==> config.mk <==
export PLATFORM = sky130hd
export DESIGN_NAME = lsrv_guard
export DESIGN_NICKNAME = d
export VERILOG_FILES = /design/src/rtl/lsrv_pkg.sv /design/src/rtl/lsrv_resv.sv /design/src/rtl/lsrv_cmpl.sv /design/src/rtl/lsrv_guard.sv
export SDC_FILE = /design/constraint.sdc
export NUM_CORES = 1
export LEC_CHECK = 0
export BUFFER_PORTS_ARGS = -buffer_cell sky130_fd_sc_hd__buf_2
export CAP_MARGIN = 10
export CORE_UTILIZATION = 40
export CTS_CLUSTER_SIZE = 10
export DETAILED_ROUTE_END_ITERATION = 8
export SLEW_MARGIN = 20
export SYNTH_ARGS = -nofsm -noshare
export SYNTH_HDL_FRONTEND = slang
export SYNTH_SLANG_ARGS = --single-unit
==> constraint.sdc <==
create_clock -name clk_i -period 3.6 [get_ports clk_i]
set_input_delay 0.18 -clock clk_i [delete_from_list [all_inputs] [get_ports clk_i]]
set_output_delay 0.18 -clock clk_i [all_outputs]
set_load 0.005 [all_outputs]
==> src/rtl/lsrv_pkg.sv <==
package lsrv_pkg;
  typedef enum logic [1:0] {
    OP_LOAD  = 2'd0,
    OP_STORE = 2'd1,
    OP_LRES  = 2'd2,
    OP_SCOND = 2'd3
  } lsrv_op_e;
endpackage

==> src/rtl/lsrv_resv.sv <==
module lsrv_resv #(
  parameter int TAG_W = 26
) (
  input  logic             clk_i,
  input  logic             rst_ni,
  input  logic             lr_i,
  input  logic             sc_i,
  input  logic [TAG_W-1:0] tag_i,
  output logic             hit_o
);
  logic             valid_q;
  logic [TAG_W-1:0] tag_q;

  always_ff @(posedge clk_i or negedge rst_ni) begin
    if (!rst_ni) begin
      valid_q <= 1'b0;
      tag_q   <= '0;
    end else if (lr_i) begin
      valid_q <= 1'b1;
      tag_q   <= tag_i;
    end else if (sc_i) begin
      valid_q <= 1'b0;
    end
  end

  assign hit_o = valid_q && (tag_q == tag_i);

  assert_lr_sets_R2: assert property (@(posedge clk_i) disable iff (!rst_ni)
    lr_i |=> valid_q && tag_q == $past(tag_i));
  assert_sc_clears_R7: assert property (@(posedge clk_i) disable iff (!rst_ni)
    (sc_i && !lr_i) |=> !valid_q);
endmodule

==> src/rtl/lsrv_cmpl.sv <==
module lsrv_cmpl (
  input  logic clk_i,
  input  logic rst_ni,
  input  logic sc_fail_i,
  input  logic sc_ok_i,
  input  logic wr_ack_i,
  output logic done_valid_o,
  output logic done_rec_o,
  output logic done_stored_o
);
  logic pend_q, fail_q, ok_q;

  always_ff @(posedge clk_i or negedge rst_ni) begin
    if (!rst_ni) begin
      pend_q <= 1'b0;
      fail_q <= 1'b0;
      ok_q   <= 1'b0;
    end else begin
      fail_q <= sc_fail_i;
      ok_q   <= pend_q && wr_ack_i;
      if (sc_ok_i)                pend_q <= 1'b1;
      else if (pend_q && wr_ack_i) pend_q <= 1'b0;
    end
  end

  assign done_valid_o  = fail_q | ok_q;
  assign done_rec_o    = fail_q | ok_q;
  assign done_stored_o = ok_q;

  assert_fail_cmpl_R5: assert property (@(posedge clk_i) disable iff (!rst_ni)
    sc_fail_i |=> done_valid_o && done_rec_o && !done_stored_o);
  assert_ok_cmpl_R6: assert property (@(posedge clk_i) disable iff (!rst_ni)
    (pend_q && wr_ack_i) |=> done_valid_o && done_stored_o);
  assert_no_early_R6: assert property (@(posedge clk_i) disable iff (!rst_ni)
    sc_ok_i |=> !done_valid_o);
endmodule

==> src/rtl/lsrv_guard.sv <==
module lsrv_guard
  import lsrv_pkg::*;
#(
  parameter int ADDR_W = 32,
  parameter int LINE_W = 6
) (
  input  logic              clk_i,
  input  logic              rst_ni,
  input  logic              req_valid_i,
  input  logic [1:0]        req_op_i,
  input  logic [ADDR_W-1:0] req_addr_i,
  input  logic              wr_ack_i,
  output logic              cancel_store_o,
  output logic              store_go_o,
  output logic              done_valid_o,
  output logic              done_rec_o,
  output logic              done_stored_o
);
  localparam int TAG_W = ADDR_W - LINE_W;

  lsrv_op_e         op;
  logic             is_lr, is_sc, is_st, hit;
  logic [TAG_W-1:0] tag;
  logic             offs_unused;

  assign op          = lsrv_op_e'(req_op_i);
  assign tag         = req_addr_i[ADDR_W-1:LINE_W];
  assign offs_unused = ^req_addr_i[LINE_W-1:0];
  assign is_lr       = req_valid_i && (op == OP_LRES);
  assign is_sc       = req_valid_i && (op == OP_SCOND);
  assign is_st       = req_valid_i && (op == OP_STORE);

  lsrv_resv #(.TAG_W(TAG_W)) u_resv (
    .clk_i  (clk_i),
    .rst_ni (rst_ni),
    .lr_i   (is_lr),
    .sc_i   (is_sc),
    .tag_i  (tag),
    .hit_o  (hit)
  );

  // failed conditional kills both cache write and bus cycle
  assign cancel_store_o = is_sc && !hit;
  assign store_go_o     = is_st || (is_sc && hit);

  lsrv_cmpl u_cmpl (
    .clk_i         (clk_i),
    .rst_ni        (rst_ni),
    .sc_fail_i     (is_sc && !hit),
    .sc_ok_i       (is_sc && hit),
    .wr_ack_i      (wr_ack_i),
    .done_valid_o  (done_valid_o),
    .done_rec_o    (done_rec_o),
    .done_stored_o (done_stored_o)
  );

  assert_cancel_excl_R3: assert property (@(posedge clk_i) disable iff (!rst_ni)
    !(cancel_store_o && store_go_o));
  assert_plain_no_cancel_R9: assert property (@(posedge clk_i) disable iff (!rst_ni)
    (req_valid_i && !req_op_i[1]) |-> !cancel_store_o);
endmodule

---- Yosys cells after proc, flatten, opt, wreduce, memory -nomap -nowiden ----
Cells that the tools add are included.
word-level totals
  input port bits ......................... 38
  register bits after elaboration ......... 30
  latch bits .............................. 0
  memories kept ........................... 0
  memory bits (read-only) ................. 0
  RAM bits ................................ 0
  output and inout port bits .............. 5
  word-level logic and storage cells ...... 25
operators by class
  order comparisons ....................... 0
  div/mod/pow operators ................... 0
  bitwise gates (word level) .............. 1
  shift operators ......................... 0
  $mul .................................... 0
  multiplexer cells ....................... 4
  reduce and logical (&&, ||, !) cells .... 11
  $add $sub $neg .......................... 0
  eq/ne operators ......................... 4
operator list
  operator              count
  $eq A26 B26 Y1        1
  $logic_and A1 B1 Y1   7
  $eq A2 B2 Y1 const B  2
  $mux W1               4
  $reduce_bool A2 Y1    2
  $eq A2 B1 Y1 const B  1
  $logic_not A1 Y1      1
  $logic_or A1 B1 Y1    1
  $or A1 B1 Y1          1

---- Logic depth before layout (Yosys ltp) ----
  word-level depth ........................ 4
  gate-level depth with buffers ........... 4
  depth with buffers taken out ............ 4

---- Modules after synthesis ----
From an unflattened synthesis, not the netlist that was laid out.
second synthesis, totals
  cell total of the unflattened synthesis .. 108
  area total of the unflattened synthesis .. 1435.1 um^2
modules (own cells, without submodules)
  module      area an instance (um^2)  cells each  times used  seq. area each (um^2)
  lsrv_resv   1283.7                   93          1           675.6
  lsrv_cmpl   106.4                    8           1           75.1
  lsrv_guard  45.0                     7           1           0.0

---- Least setup slack after synthesis ----
Ideal clock, no wire load.
  kind .................................... register to output
  from .................................... register u_resv.tag_q[18]
  to ...................................... output port cancel_store_o
  arrival time ............................ 1.504 ns
  buffers on the path ..................... 0
  cell stages (with the launch flop) ...... 5
  path slack .............................. 1.916 ns
  data required time ...................... 3.420 ns
  cell sequence ........................... dfrtp_1 xnor2_1 nand4_1 or4_4 o31a_2
on the way
  cells in the longest elaborated chain, start to end .. 4
ends and longest elaborated chain
  element                   line              text
  start: declaration        lsrv_resv.sv:12   logic [TAG_W-1:0] tag_q;
  start signal: assignment  lsrv_resv.sv:20   tag_q <= tag_i;
  $eq A26 B26 Y1            lsrv_resv.sv:26   assign hit_o = valid_q && (tag_q == tag_i);
  $logic_and A1 B1 Y1       lsrv_resv.sv:26
  $logic_not A1 Y1          lsrv_guard.sv:43  assign cancel_store_o = is_sc && !hit;
  $logic_and A1 B1 Y1       lsrv_guard.sv:43
  end: declaration          lsrv_guard.sv:13  output logic cancel_store_o,
Every way passes these cells.

---- Worst setup path in the final report ----
  from .................................... register u_resv.tag_q[18]
  to ...................................... output port store_go_o
on the way
  cells in the longest elaborated chain, start to end .. 4
ends and longest elaborated chain
  element              line              text
  $eq A26 B26 Y1       lsrv_resv.sv:26
  $logic_and A1 B1 Y1  lsrv_resv.sv:26
  $logic_and A1 B1 Y1  lsrv_guard.sv:44  assign store_go_o = is_st || (is_sc && hit);
  $logic_or A1 B1 Y1   lsrv_guard.sv:44
  end: declaration     lsrv_guard.sv:14  output logic store_go_o,
Every way passes these cells.

==> summary.log <==
qor: die.coreArea 3390 sq um
qor: layout.diodes 0
qor: die.ioPinCount 43
qor: run.cap_viol_max_count 0
qor: cts.ctsHtreeMaxLevel 2
qor: die.die_w 62.1 um
qor: pwr.combPwrFrac 21.3%
qor: sta.grt_setup_unrepaired no
qor: die.die_y 62.1 um
qor: worst_setup_path.worstSetupEndpointType output pin
qor: route.vias 922
qor: cts.numCtsBuffers 5
qor: worst_setup_path.worstPathArrival 2.07 ns
qor: logic_synthesis.synth_area_leaders sky130_fd_sc_hd__dfrtp_1 52%, sky130_fd_sc_hd__mux2_2 20%, sky130_fd_sc_hd__xnor2_1 11%
qor: logic_synthesis.number_of_unique_standard_cell_types_used_by_synthesis 20
qor: sta.worst_slew_pin_slew 0.658 ns
qor: logic_synthesis.ys_seq_elements 30
qor: worst_setup_path.critical_path_required 3.42 ns
qor: pwr.ir_drop 0.000208 V
qor: worst_setup_path.critical_path.max_fanout 3
qor: sta.finalCriticalPeriod 2.25 ns
qor: route.drtPass1Iterations 4
qor: layout.multi_input_area 677 sq um
qor: placed_design.placement.io_buffers 36
qor: run_status.outcome finished, final reports clean
qor: sta.finalMaxSlewViolations 0
qor: route.drt-total-wl 2440 um
qor: pwr.powerDensity 446 nW/um^2
qor: layout.finish.net_count 187
qor: logic_synthesis.syn_area 1450 sq um
qor: placed_design.dp_cells 187
qor: worst_setup_path.worstSetupPathType reg2out
qor: cts.cts.root.buffer_cell sky130_fd_sc_hd__clkbuf_4
qor: logic_synthesis.synthDominantAreaCellType sky130_fd_sc_hd__dfrtp_1
qor: layout.drive_gt1_share 49.7%
qor: worst_setup_path.cp-start-kind register
qor: layout.regArea 751 sq um
qor: sta.final.period_utilization 62.6%
qor: cts.insertion_delay 0.32 ns
qor: pwr.internal-power 0.570 mW
qor: sta.final_setup_viols 0
qor: layout.num-fill-cells 319
qor: sta.hold_viol 0
qor: pwr.power.switching 0.202 mW
qor: cts.clock_tree_from_tritoncts built
qor: pwr.leakage 0.774 nW
qor: pwr.swShare 26.1%
qor: route.postRouteAntennaNets 0
qor: worst_hold_path.hold_path_class in2reg
qor: logic_synthesis.synthesis.area_per_instance 13.5 sq um
qor: cts.cts-resized-gates 0
qor: global_route.grt_antenna_before_repair 0
qor: placed_design.place_hpwl 1850 um
qor: layout.areaGrowthSynthToFinish 19.6%
qor: die.floorplan.initialDensity 42.6%
qor: global_route.grt.overflow.total 0
qor: logic_synthesis.post_synth_inst_count 107
qor: die.core.rowCount 21
qor: logic_synthesis.syn_nets 145
qor: sta.slew-limit-headroom 56.1%
qor: placed_design.place.gp.congestion 0.790
qor: global_route.grt_pass1_wl 4440 um
qor: global_route.grt.total_usage 14.8%
qor: sta.tns 0 ns
qor: global_route.grt_pass1_vias 1003
qor: cts.ctsLongestPathBuffers 2
qor: route.routed_wire_length_per_instance 12.5 um
qor: route.via_per_inst 4.73
qor: logic_synthesis.synth.top_cell.area_share 51.9%
qor: logic_synthesis.synth-seq-area-share 51.9%
qor: cts.clock-sinks 30
qor: pwr.clkPwrFrac 22.9%
qor: sta.final_critical_path_setup_slack 1.35 ns
qor: logic_synthesis.yosysWarningCount 0
qor: pwr.sequentialPowerShare 55.8%
qor: route.number_of_drc_markers_after_the_initial_detailed_route_iteration 28
qor: global_route.grt_max_degree 31
qor: sta.finClkSkew 0.0104 ns
qor: cts.cts.clk_slew.worst_paths 0.08 ns
qor: placed_design.placement.setup.worst_slack 1.67 ns
qor: sta.fmax_achieved 0.443 GHz
qor: layout.layoutNonFillerInstCount 195
qor: die.die-area 3860 sq um
qor: route.remaining_drc_errors 0
## synthesized netlist by cell type, drive strengths merged
cell type	count
or2	2
nand3	2
nor2	1
nand3b	1
o31a	1
nor4	2
buf	3
dfrtp	30
nand2b	1
nand4	4
xor2	8
mux2	26
nand2	2
o41ai	2
and3	1
or4	1
and2	1
a21oi	1
xnor2	18
## metrics by stage
stage                     util, %  hold slack (ns)  instance area, sq um  power, mW
after floorplan                 -           -0.116                  1450      0.549
after global placement       49.4            0.246                  1670      0.594
after detailed placement     49.4            0.266                  1670      0.605
after CTS                    51.0           0.0926                  1730      0.785
after global routing         51.0            0.101                  1730      0.829
final                        51.0            0.105                  1730      0.771
## power groups by stage
stage	clock network (mW)	logic, mW	registers (mW)
after floorplan	0	0.120	0.430
after global placement	0	0.161	0.433
after detailed placement	0	0.167	0.438
after CTS	0.186	0.169	0.431
after global routing	0.205	0.186	0.438
final	0.176	0.164	0.430
## final timing paths
kind                            slack, ns                             end                          from  cells after the start
worst max-delay path                 1.35                      store_go_o  u_resv.tag_q[18]$_DFFE_PN0P_                      5
worst min-delay path                 0.11  u_cmpl.done_stored_o$_DFF_PN0_                      wr_ack_i                      2
worst max register to register       1.86         u_cmpl.fail_q$_DFF_PN0_  u_resv.tag_q[18]$_DFFE_PN0P_                      4
worst min register to register       0.49       u_cmpl.pend_q$_DFFE_PN0P_     u_cmpl.pend_q$_DFFE_PN0P_                      2
max in group asynchronous            2.74    u_resv.tag_q[14]$_DFFE_PN0P_                        rst_ni                      2
min in group asynchronous            0.41     u_resv.tag_q[2]$_DFFE_PN0P_                        rst_ni                      2
## final cells by class
type,instances,area share (%)
Sequential cell,30,43.4
Clock buffer,7,2.61
Timing Repair Buffer,38,11.4
Multi-Input combinational cell,74,39.2
Tap cell,46,3.33
## worst max-delay path, cell delays in order, from the launching register on
cell,delay (ns)
sky130_fd_sc_hd__dfrtp_1,0.40
sky130_fd_sc_hd__xnor2_1,0.14
sky130_fd_sc_hd__nand4_1,0.13
sky130_fd_sc_hd__or4_4,0.58
sky130_fd_sc_hd__o41ai_2,0.35
sky130_fd_sc_hd__buf_2,0.17
## state kept, by name, summed over array words and instances, names as in the netlist
signal / count
u_resv.valid_q: 1
u_cmpl.fail_q: 1
u_resv.tag_q: 26
u_cmpl.done_stored_o: 1
u_cmpl.pend_q: 1
## layer usage
metal  vias up  GRT usage, %  part of all wire (%)
li1        459             -                     -
met1       430          16.7                    43
met2        28          24.7                    49
met3         5          5.51                   7.0
met4         0          6.98                   1.6
met5         -             0                     0
## kinds of logic (layout without fill, tap and decap cells)
group / after synthesis / in the layout / synth area share (%)
xor gates and xnor gates: 26 / 26 / 15.8
and+or+nand+nor: 18 / 18 / 7.53
buffers and inverters: 3 / 45 / 1.21
muxes: 26 / 26 / 20.3
DFF: 30 / 30 / 51.9
AOI/OAI and AO/OA: 4 / 4 / 3.29
## placed cells by master (no fill, tap or decap)
cell,instances
sky130_fd_sc_hd__clkbuf_4,5
sky130_fd_sc_hd__mux2_2,26
sky130_fd_sc_hd__a21oi_1,1
sky130_fd_sc_hd__dfrtp_1,30
sky130_fd_sc_hd__o31a_2,1
sky130_fd_sc_hd__nand2_1,2
sky130_fd_sc_hd__nand2b_1,1
sky130_fd_sc_hd__or2_2,2
sky130_fd_sc_hd__clkbuf_1,2
sky130_fd_sc_hd__nand3_1,2
sky130_fd_sc_hd__and2_1,1
sky130_fd_sc_hd__dlygate4sd3_1,1
sky130_fd_sc_hd__and3_1,1
sky130_fd_sc_hd__buf_2,36
sky130_fd_sc_hd__nand4_1,4
sky130_fd_sc_hd__buf_4,1
sky130_fd_sc_hd__nor4_1,2
sky130_fd_sc_hd__nor2_1,1
sky130_fd_sc_hd__o41ai_2,2
sky130_fd_sc_hd__xnor2_1,18
sky130_fd_sc_hd__or4_4,1
sky130_fd_sc_hd__nand3b_1,1
sky130_fd_sc_hd__xor2_1,8
## what timing repair did
action                                 4_1_cts  5_1_grt
endpoints found under the hold margin       30        0
setup buffers                                0        0
hold buffers                                 1        0
Power figures use the tool's default switching activity.
